[config.mk]
export PLATFORM = sky130hd
export DESIGN_NAME = pll_ctrl_bank
export DESIGN_NICKNAME = d
export VERILOG_FILES = /design/src/rtl/pll_ctrl_pkg.sv /design/src/rtl/pll_ctrl_dec.sv /design/src/rtl/pll_chan_reg.sv /design/src/rtl/pll_sel_filter.sv /design/src/rtl/pll_ctrl_bank.sv
export SDC_FILE = /design/constraint.sdc
export NUM_CORES = 1
export LEC_CHECK = 0
export BUFFER_PORTS_ARGS = -buffer_cell sky130_fd_sc_hd__buf_2
export CORE_MARGIN = 1.5
export CORE_UTILIZATION = 59
export CTS_BUF_LIST = sky130_fd_sc_hd__clkbuf_4 sky130_fd_sc_hd__clkbuf_8
export DETAILED_ROUTE_END_ITERATION = 7
export GPL_TIMING_DRIVEN = 1
export PLACE_DENSITY = 0.92
export SYNTH_ARGS = -nofsm -noshare
export SYNTH_HDL_FRONTEND = slang
export SYNTH_HIERARCHICAL = 1
export SYNTH_SLANG_ARGS = --single-unit
[constraint.sdc]
create_clock -name clk_i -period 2.24 [get_ports clk_i]
set_input_delay 0.448 -clock clk_i [delete_from_list [all_inputs] [get_ports clk_i]]
set_output_delay 0.448 -clock clk_i [all_outputs]
set_load 0.02 [all_outputs]
[src/rtl/pll_ctrl_pkg.sv]
package pll_ctrl_pkg;

  localparam int DATA_W  = 32;
  localparam int PD_BIT  = 12;
  localparam int BYP_BIT = 16;
  localparam int DIV_W   = 7;

  localparam logic [DATA_W-1:0] DIV_MASK = DATA_W'((1 << DIV_W) - 1);
  localparam logic [DATA_W-1:0] WR_MASK  =
    DIV_MASK | (DATA_W'(1) << PD_BIT) | (DATA_W'(1) << BYP_BIT);
  localparam logic [DATA_W-1:0] RST_VAL  =
    (DATA_W'(1) << PD_BIT) | (DATA_W'(1) << BYP_BIT);

  typedef enum logic [1:0] {
    OP_WR  = 2'd0,
    OP_SET = 2'd1,
    OP_CLR = 2'd2,
    OP_TOG = 2'd3
  } reg_op_e;

  function automatic logic [DATA_W-1:0] apply_op(
    input reg_op_e           op,
    input logic [DATA_W-1:0] cur,
    input logic [DATA_W-1:0] wd
  );
    logic [DATA_W-1:0] m;
    m = wd & WR_MASK;
    unique case (op)
      OP_WR:   apply_op = m;
      OP_SET:  apply_op = cur | m;
      OP_CLR:  apply_op = cur & ~m;
      OP_TOG:  apply_op = cur ^ m;
      default: apply_op = cur;
    endcase
  endfunction

endpackage

[src/rtl/pll_ctrl_dec.sv]
module pll_ctrl_dec
  import pll_ctrl_pkg::*;
#(
  parameter int NUM_CH = 5,
  parameter int ADDR_W = 8
) (
  input  logic [ADDR_W-1:0] addr_i,
  output logic [NUM_CH-1:0] hit_oh_o,
  output reg_op_e           op_o
);

  localparam int CH_W = ADDR_W - 4;

  logic            aligned;
  logic [CH_W-1:0] ch_field;

  assign aligned  = (addr_i[1:0] == 2'b00);
  assign ch_field = addr_i[ADDR_W-1:4];
  assign op_o     = reg_op_e'(addr_i[3:2]);

  for (genvar c = 0; c < NUM_CH; c++) begin : g_hit
    localparam logic [CH_W-1:0] CH_ID = CH_W'(c);
    assign hit_oh_o[c] = aligned && (ch_field == CH_ID);
  end

endmodule

[src/rtl/pll_chan_reg.sv]
module pll_chan_reg
  import pll_ctrl_pkg::*;
(
  input  logic              clk_i,
  input  logic              rst_ni,
  input  logic              we_i,
  input  reg_op_e           op_i,
  input  logic [DATA_W-1:0] wdata_i,
  output logic [DATA_W-1:0] val_o,
  output logic              pd_o,
  output logic              byp_o,
  output logic [DIV_W-1:0]  div_o
);

  logic [DATA_W-1:0] val_q;

  always_ff @(posedge clk_i or negedge rst_ni) begin
    if (!rst_ni) val_q <= RST_VAL;
    else if (we_i) val_q <= apply_op(op_i, val_q, wdata_i);
  end

  assign val_o = val_q;
  assign pd_o  = val_q[PD_BIT];
  assign byp_o = val_q[BYP_BIT];
  assign div_o = val_q[DIV_W-1:0];

endmodule

[src/rtl/pll_sel_filter.sv]
module pll_sel_filter #(
  parameter int SETTLE_CYC = 4
) (
  input  logic clk_i,
  input  logic rst_ni,
  input  logic req_i,
  output logic sel_o
);

  localparam int CNT_W = (SETTLE_CYC > 1) ? $clog2(SETTLE_CYC) : 1;
  localparam logic [CNT_W-1:0] CNT_LAST = CNT_W'(SETTLE_CYC - 1);

  logic [CNT_W-1:0] cnt_q;
  logic             sel_q;

  always_ff @(posedge clk_i or negedge rst_ni) begin
    if (!rst_ni) begin
      cnt_q <= '0;
      sel_q <= 1'b1;
    end else if (req_i == sel_q) begin
      cnt_q <= '0;
    end else if (cnt_q == CNT_LAST) begin
      cnt_q <= '0;
      sel_q <= req_i;
    end else begin
      cnt_q <= cnt_q + 1'b1;
    end
  end

  assign sel_o = sel_q;

endmodule

[src/rtl/pll_ctrl_bank.sv]
module pll_ctrl_bank
  import pll_ctrl_pkg::*;
#(
  parameter int NUM_CH     = 5,
  parameter int ADDR_W     = 8,
  parameter int SETTLE_CYC = 4
) (
  input  logic                    clk_i,
  input  logic                    rst_ni,
  input  logic                    wr_en_i,
  input  logic [ADDR_W-1:0]       addr_i,
  input  logic [31:0]             wdata_i,
  output logic [31:0]             rdata_o,
  output logic [NUM_CH-1:0]       pd_o,
  output logic [NUM_CH-1:0]       bypass_o,
  output logic [NUM_CH-1:0]       ref_sel_o,
  output logic [NUM_CH*DIV_W-1:0] div_sel_o
);

  logic [NUM_CH-1:0] hit_oh;
  reg_op_e           op;
  logic [DATA_W-1:0] val [NUM_CH];

  pll_ctrl_dec #(
    .NUM_CH (NUM_CH),
    .ADDR_W (ADDR_W)
  ) u_dec (
    .addr_i   (addr_i),
    .hit_oh_o (hit_oh),
    .op_o     (op)
  );

  for (genvar c = 0; c < NUM_CH; c++) begin : g_ch
    pll_chan_reg u_reg (
      .clk_i   (clk_i),
      .rst_ni  (rst_ni),
      .we_i    (wr_en_i && hit_oh[c]),
      .op_i    (op),
      .wdata_i (wdata_i),
      .val_o   (val[c]),
      .pd_o    (pd_o[c]),
      .byp_o   (bypass_o[c]),
      .div_o   (div_sel_o[c*DIV_W +: DIV_W])
    );

    pll_sel_filter #(
      .SETTLE_CYC (SETTLE_CYC)
    ) u_sel (
      .clk_i  (clk_i),
      .rst_ni (rst_ni),
      .req_i  (bypass_o[c]),
      .sel_o  (ref_sel_o[c])
    );
  end

  // one-hot OR mux; unmapped addresses give zero
  always_comb begin
    rdata_o = '0;
    for (int c = 0; c < NUM_CH; c++) begin
      if (hit_oh[c]) rdata_o |= val[c];
    end
  end

endmodule

==> impl_metrics.sql <==
INSERT INTO impl_metrics (metric_group, metric, value, unit) VALUES
('yosys', 'synth_area_leaders', 'sky130_fd_sc_hd__buf_4 17%, sky130_fd_sc_hd__ha_1 17%, sky130_fd_sc_hd__dfrtp_1 16%', ''),
('job', 'timing.max_cap.violations', '0', ''),
('clocking', 'clock_sink_count', '60', ''),
('yosys', 'seq_area_frac_synth', '0.213', ''),
('clocking', 'cts_inserted_buffers', '9', ''),
('timing', 'worst_pin_slew', '0.637', 'ns'),
('yosys', 'post_synth_instance_area', '7140', 'um^2'),
('routing', 'wl_per_cell', '15.8', 'um'),
('final_layout', 'final-instance-count-excl-fill', '1008', ''),
('timing', 'final_worst_path_cycle_share', '1.07', ''),
('yosys', 'largest_family_of_logic_cells_by_synthesized_area', 'buffers and inverters', ''),
('yosys', 'ys_async_sr_fraction', '1.00', ''),
('clocking', 'tritoncts', 'yes', ''),
('final_layout', 'nNetsFinal', '994', ''),
('timing', 'setup_ws', '-0.165', 'ns'),
('worst_setup_path', 'timing.critical_path.to_type', 'output pin', ''),
('run_status', 'violations_in_the_final_reports', 'setup timing', ''),
('yosys', 'yosys_most_used_dff', 'sky130_fd_sc_hd__dfrtp_1', ''),
('routing', 'num_vias', '5484', ''),
('power', 'power.ir.vdd_worst', '0.000622', 'V'),
('routing', 'drt.antenna.violating_nets', '0', ''),
('floorplanning', 'placementRows', '40', ''),
('yosys', 'post_synth_inst_count', '821', ''),
('yosys', 'post_synth.cell_area_avg', '8.70', 'um^2'),
('routing', 'routed_wl', '16.0', 'mm'),
('yosys', 'post-synth-top-count-cell', 'sky130_fd_sc_hd__buf_4', ''),
('floorplanning', 'ios', '125', ''),
('worst_setup_path', 'worst_r2r_startpoint', 'g_ch[4].u_reg/val_o[16]', ''),
('timing', 'max_freq', '0.416', 'GHz'),
('clocking', 'clk_pin_slew', '0.07', 'ns'),
('final_layout', 'diodes', '0', ''),
('routing', 'detail_route.first_pass.iterations', '7', ''),
('final_layout', 'flow.area_growth_from_synthesis', '1.94', '%'),
('yosys', 'netlist.area_leader.share', '0.170', ''),
('yosys', 'synth-xor-area-share', '0.00613', ''),
('floorplanning', 'placeableCoreArea', '11900', 'um^2'),
('timing', 'unrepaired_setup_endpoints_after_global_routing', 'yes', ''),
('final_layout', 'stdcell_area', '7280', 'um^2'),
('grt', 'globalRoute.totalOverflow', '0', ''),
('timing', 'timing.max_slew.rel_slack', '0.575', ''),
('yosys', 'synth_top_cells_by_count', '162 x sky130_fd_sc_hd__buf_4, 95 x sky130_fd_sc_hd__ha_1, 90 x sky130_fd_sc_hd__inv_1', ''),
('worst_setup_path', 'worst-endpoint-required', '1.79', 'ns'),
('timing', 'skew', '0.00668', 'ns'),
('placed_design', 'place_inst', '990', ''),
('run_status', 'outcome', 'complete, but fails checks', ''),
('placed_design', 'dp_hpwl', '11.5', 'mm'),
('worst_setup_path', 'critPathKind', 'input pin to output pin', ''),
('timing', 'period_minus_slack', '2.41', 'ns'),
('final_layout', 'fraction_of_final_layout_cells_with_drive_strength_greater_than_1', '0.262', ''),
('grt', 'antenna_found_initial', '0', ''),
('timing', 'final-hold-violation-count', '0', ''),
('routing', 'route.met3.wl', '1.01', 'mm'),
('clocking', 'worstSkewPairLatency', '0.36', 'ns'),
('timing', 'fin_hold_ws', '0.0505', 'ns'),
('floorplanning', 'die_h', '113', 'um'),
('routing', 'remaining_drc_errors', '0', ''),
('routing', 'wl_met1', '6.65', 'mm'),
('worst_setup_path', 'setup.worst_path.start', 'addr_i[1]', ''),
('placed_design', 'finalWeightedCongestion', '0.832', ''),
('worst_setup_path', 'worst_ep_arrival_time', '1.96', 'ns'),
('yosys', 'synthAdderAreaFrac', '0.166', ''),
('clocking', 'cts_max_path_buffers', '2', ''),
('power', 'p_total', '4.38', 'mW'),
('yosys', 'synth_compound_gate_area_share', '0.165', ''),
('clocking', 'h-tree-depth', '3', ''),
('timing', 'finalMaxSlewViolations', '0', ''),
('timing', 'timing.final.setup_violations', '9', ''),
('yosys', 'ys_seq_elements', '60', ''),
('yosys', 'synth-edff-count', '0', ''),
('grt', 'grt_pass1_vias', '5209', ''),
('routing', 'wl_met2', '7.79', 'mm');
## logic make-up after synthesis
logic type,count (synthesis)
and+or+nand+nor,155
xor gates and xnor gates,5
DFF,60
other,5
muxes,50
buffers and inverters,297
adders and majority gates,95
AOI/OAI and AO/OA,154
## critical path, stage by stage
cell and delay (ns):
sky130_fd_sc_hd__buf_6 0.09, sky130_fd_sc_hd__or4_4 0.59, sky130_fd_sc_hd__nor3b_4 0.25, sky130_fd_sc_hd__buf_6 0.17, sky130_fd_sc_hd__a222oi_1 0.16, sky130_fd_sc_hd__nand2_2 0.13
sky130_fd_sc_hd__buf_6 0.12
## per-layer routing
metal,up-vias,track usage
met5,-,0
met4,0,0.116
met3,41,0.0611
met2,196,0.412
met1,2614,0.309
li1,2633,-
## repair_timing
item | CTS | global route
gates resized for setup | 18 | 10
setup endpoints to repair | 9 | 9
setup buffers | 3 | 0
pin swaps | 10 | 9
cloned | 1 | 0
## final timing paths
check,slack [ns],endpoint,cells past startpoint
setup / recovery,-0.17,rdata_o[4],7
hold / removal,0.05,g_ch[2].u_reg/val_o[3],1
setup reg to reg,0.84,g_ch[4].u_reg/val_o[16],4
hold reg to reg,0.45,g_ch[4].u_sel/cnt_q[0],1
max in group asynchronous,1.52,g_ch[0].u_sel/sel_o,2
min in group clk_i,0.45,g_ch[4].u_sel/cnt_q[0],1
## where the power goes
group / switching, mW / total [mW] / internal [mW]
Combinational: 0.996 / 1.74 / 0.745
Clock: 0.453 / 0.888 / 0.435
Sequential: 0.318 / 1.75 / 1.43
## area by class of cell
| cell class | count | area, um^2 |
|---|---|---|
| timing repair buffer | 121 | 871 |
| tap | 147 | 184 |
| sequential | 60 | 1520 |
| clock inverter | 5 | 27.5 |
| multi-input combinational | 574 | 4200 |
| inverter | 90 | 338 |
| clock buffer | 11 | 145 |
| fill | 1003 | 4630 |
## state kept, by name, indices dropped and copies added (netlist names)
register and flops:
g_ch.u_sel/sel_o 5, g_ch.u_reg/val_o 45, g_ch.u_sel/cnt_q 10
## cells in the final DEF (no fill, tap or decap), types with 7 or more instances in the layout
master	n
sky130_fd_sc_hd__nor2b_1	10
sky130_fd_sc_hd__nor3_2	7
sky130_fd_sc_hd__o221ai_1	45
sky130_fd_sc_hd__mux2_2	40
sky130_fd_sc_hd__ha_1	95
sky130_fd_sc_hd__nor2_1	45
sky130_fd_sc_hd__dfstp_2	15
sky130_fd_sc_hd__nand2_1	74
sky130_fd_sc_hd__buf_2	66
sky130_fd_sc_hd__buf_4	35
sky130_fd_sc_hd__buf_6	14
sky130_fd_sc_hd__nand2_2	9
sky130_fd_sc_hd__a222oi_1	32
sky130_fd_sc_hd__a21oi_1	45
sky130_fd_sc_hd__inv_1	90
sky130_fd_sc_hd__mux2_4	10
sky130_fd_sc_hd__dfrtp_1	45
sky130_fd_sc_hd__clkbuf_8	10
sky130_fd_sc_hd__conb_1	115
sky130_fd_sc_hd__a22oi_1	28
No activity file was read; power rests on OpenSTA's default activity.
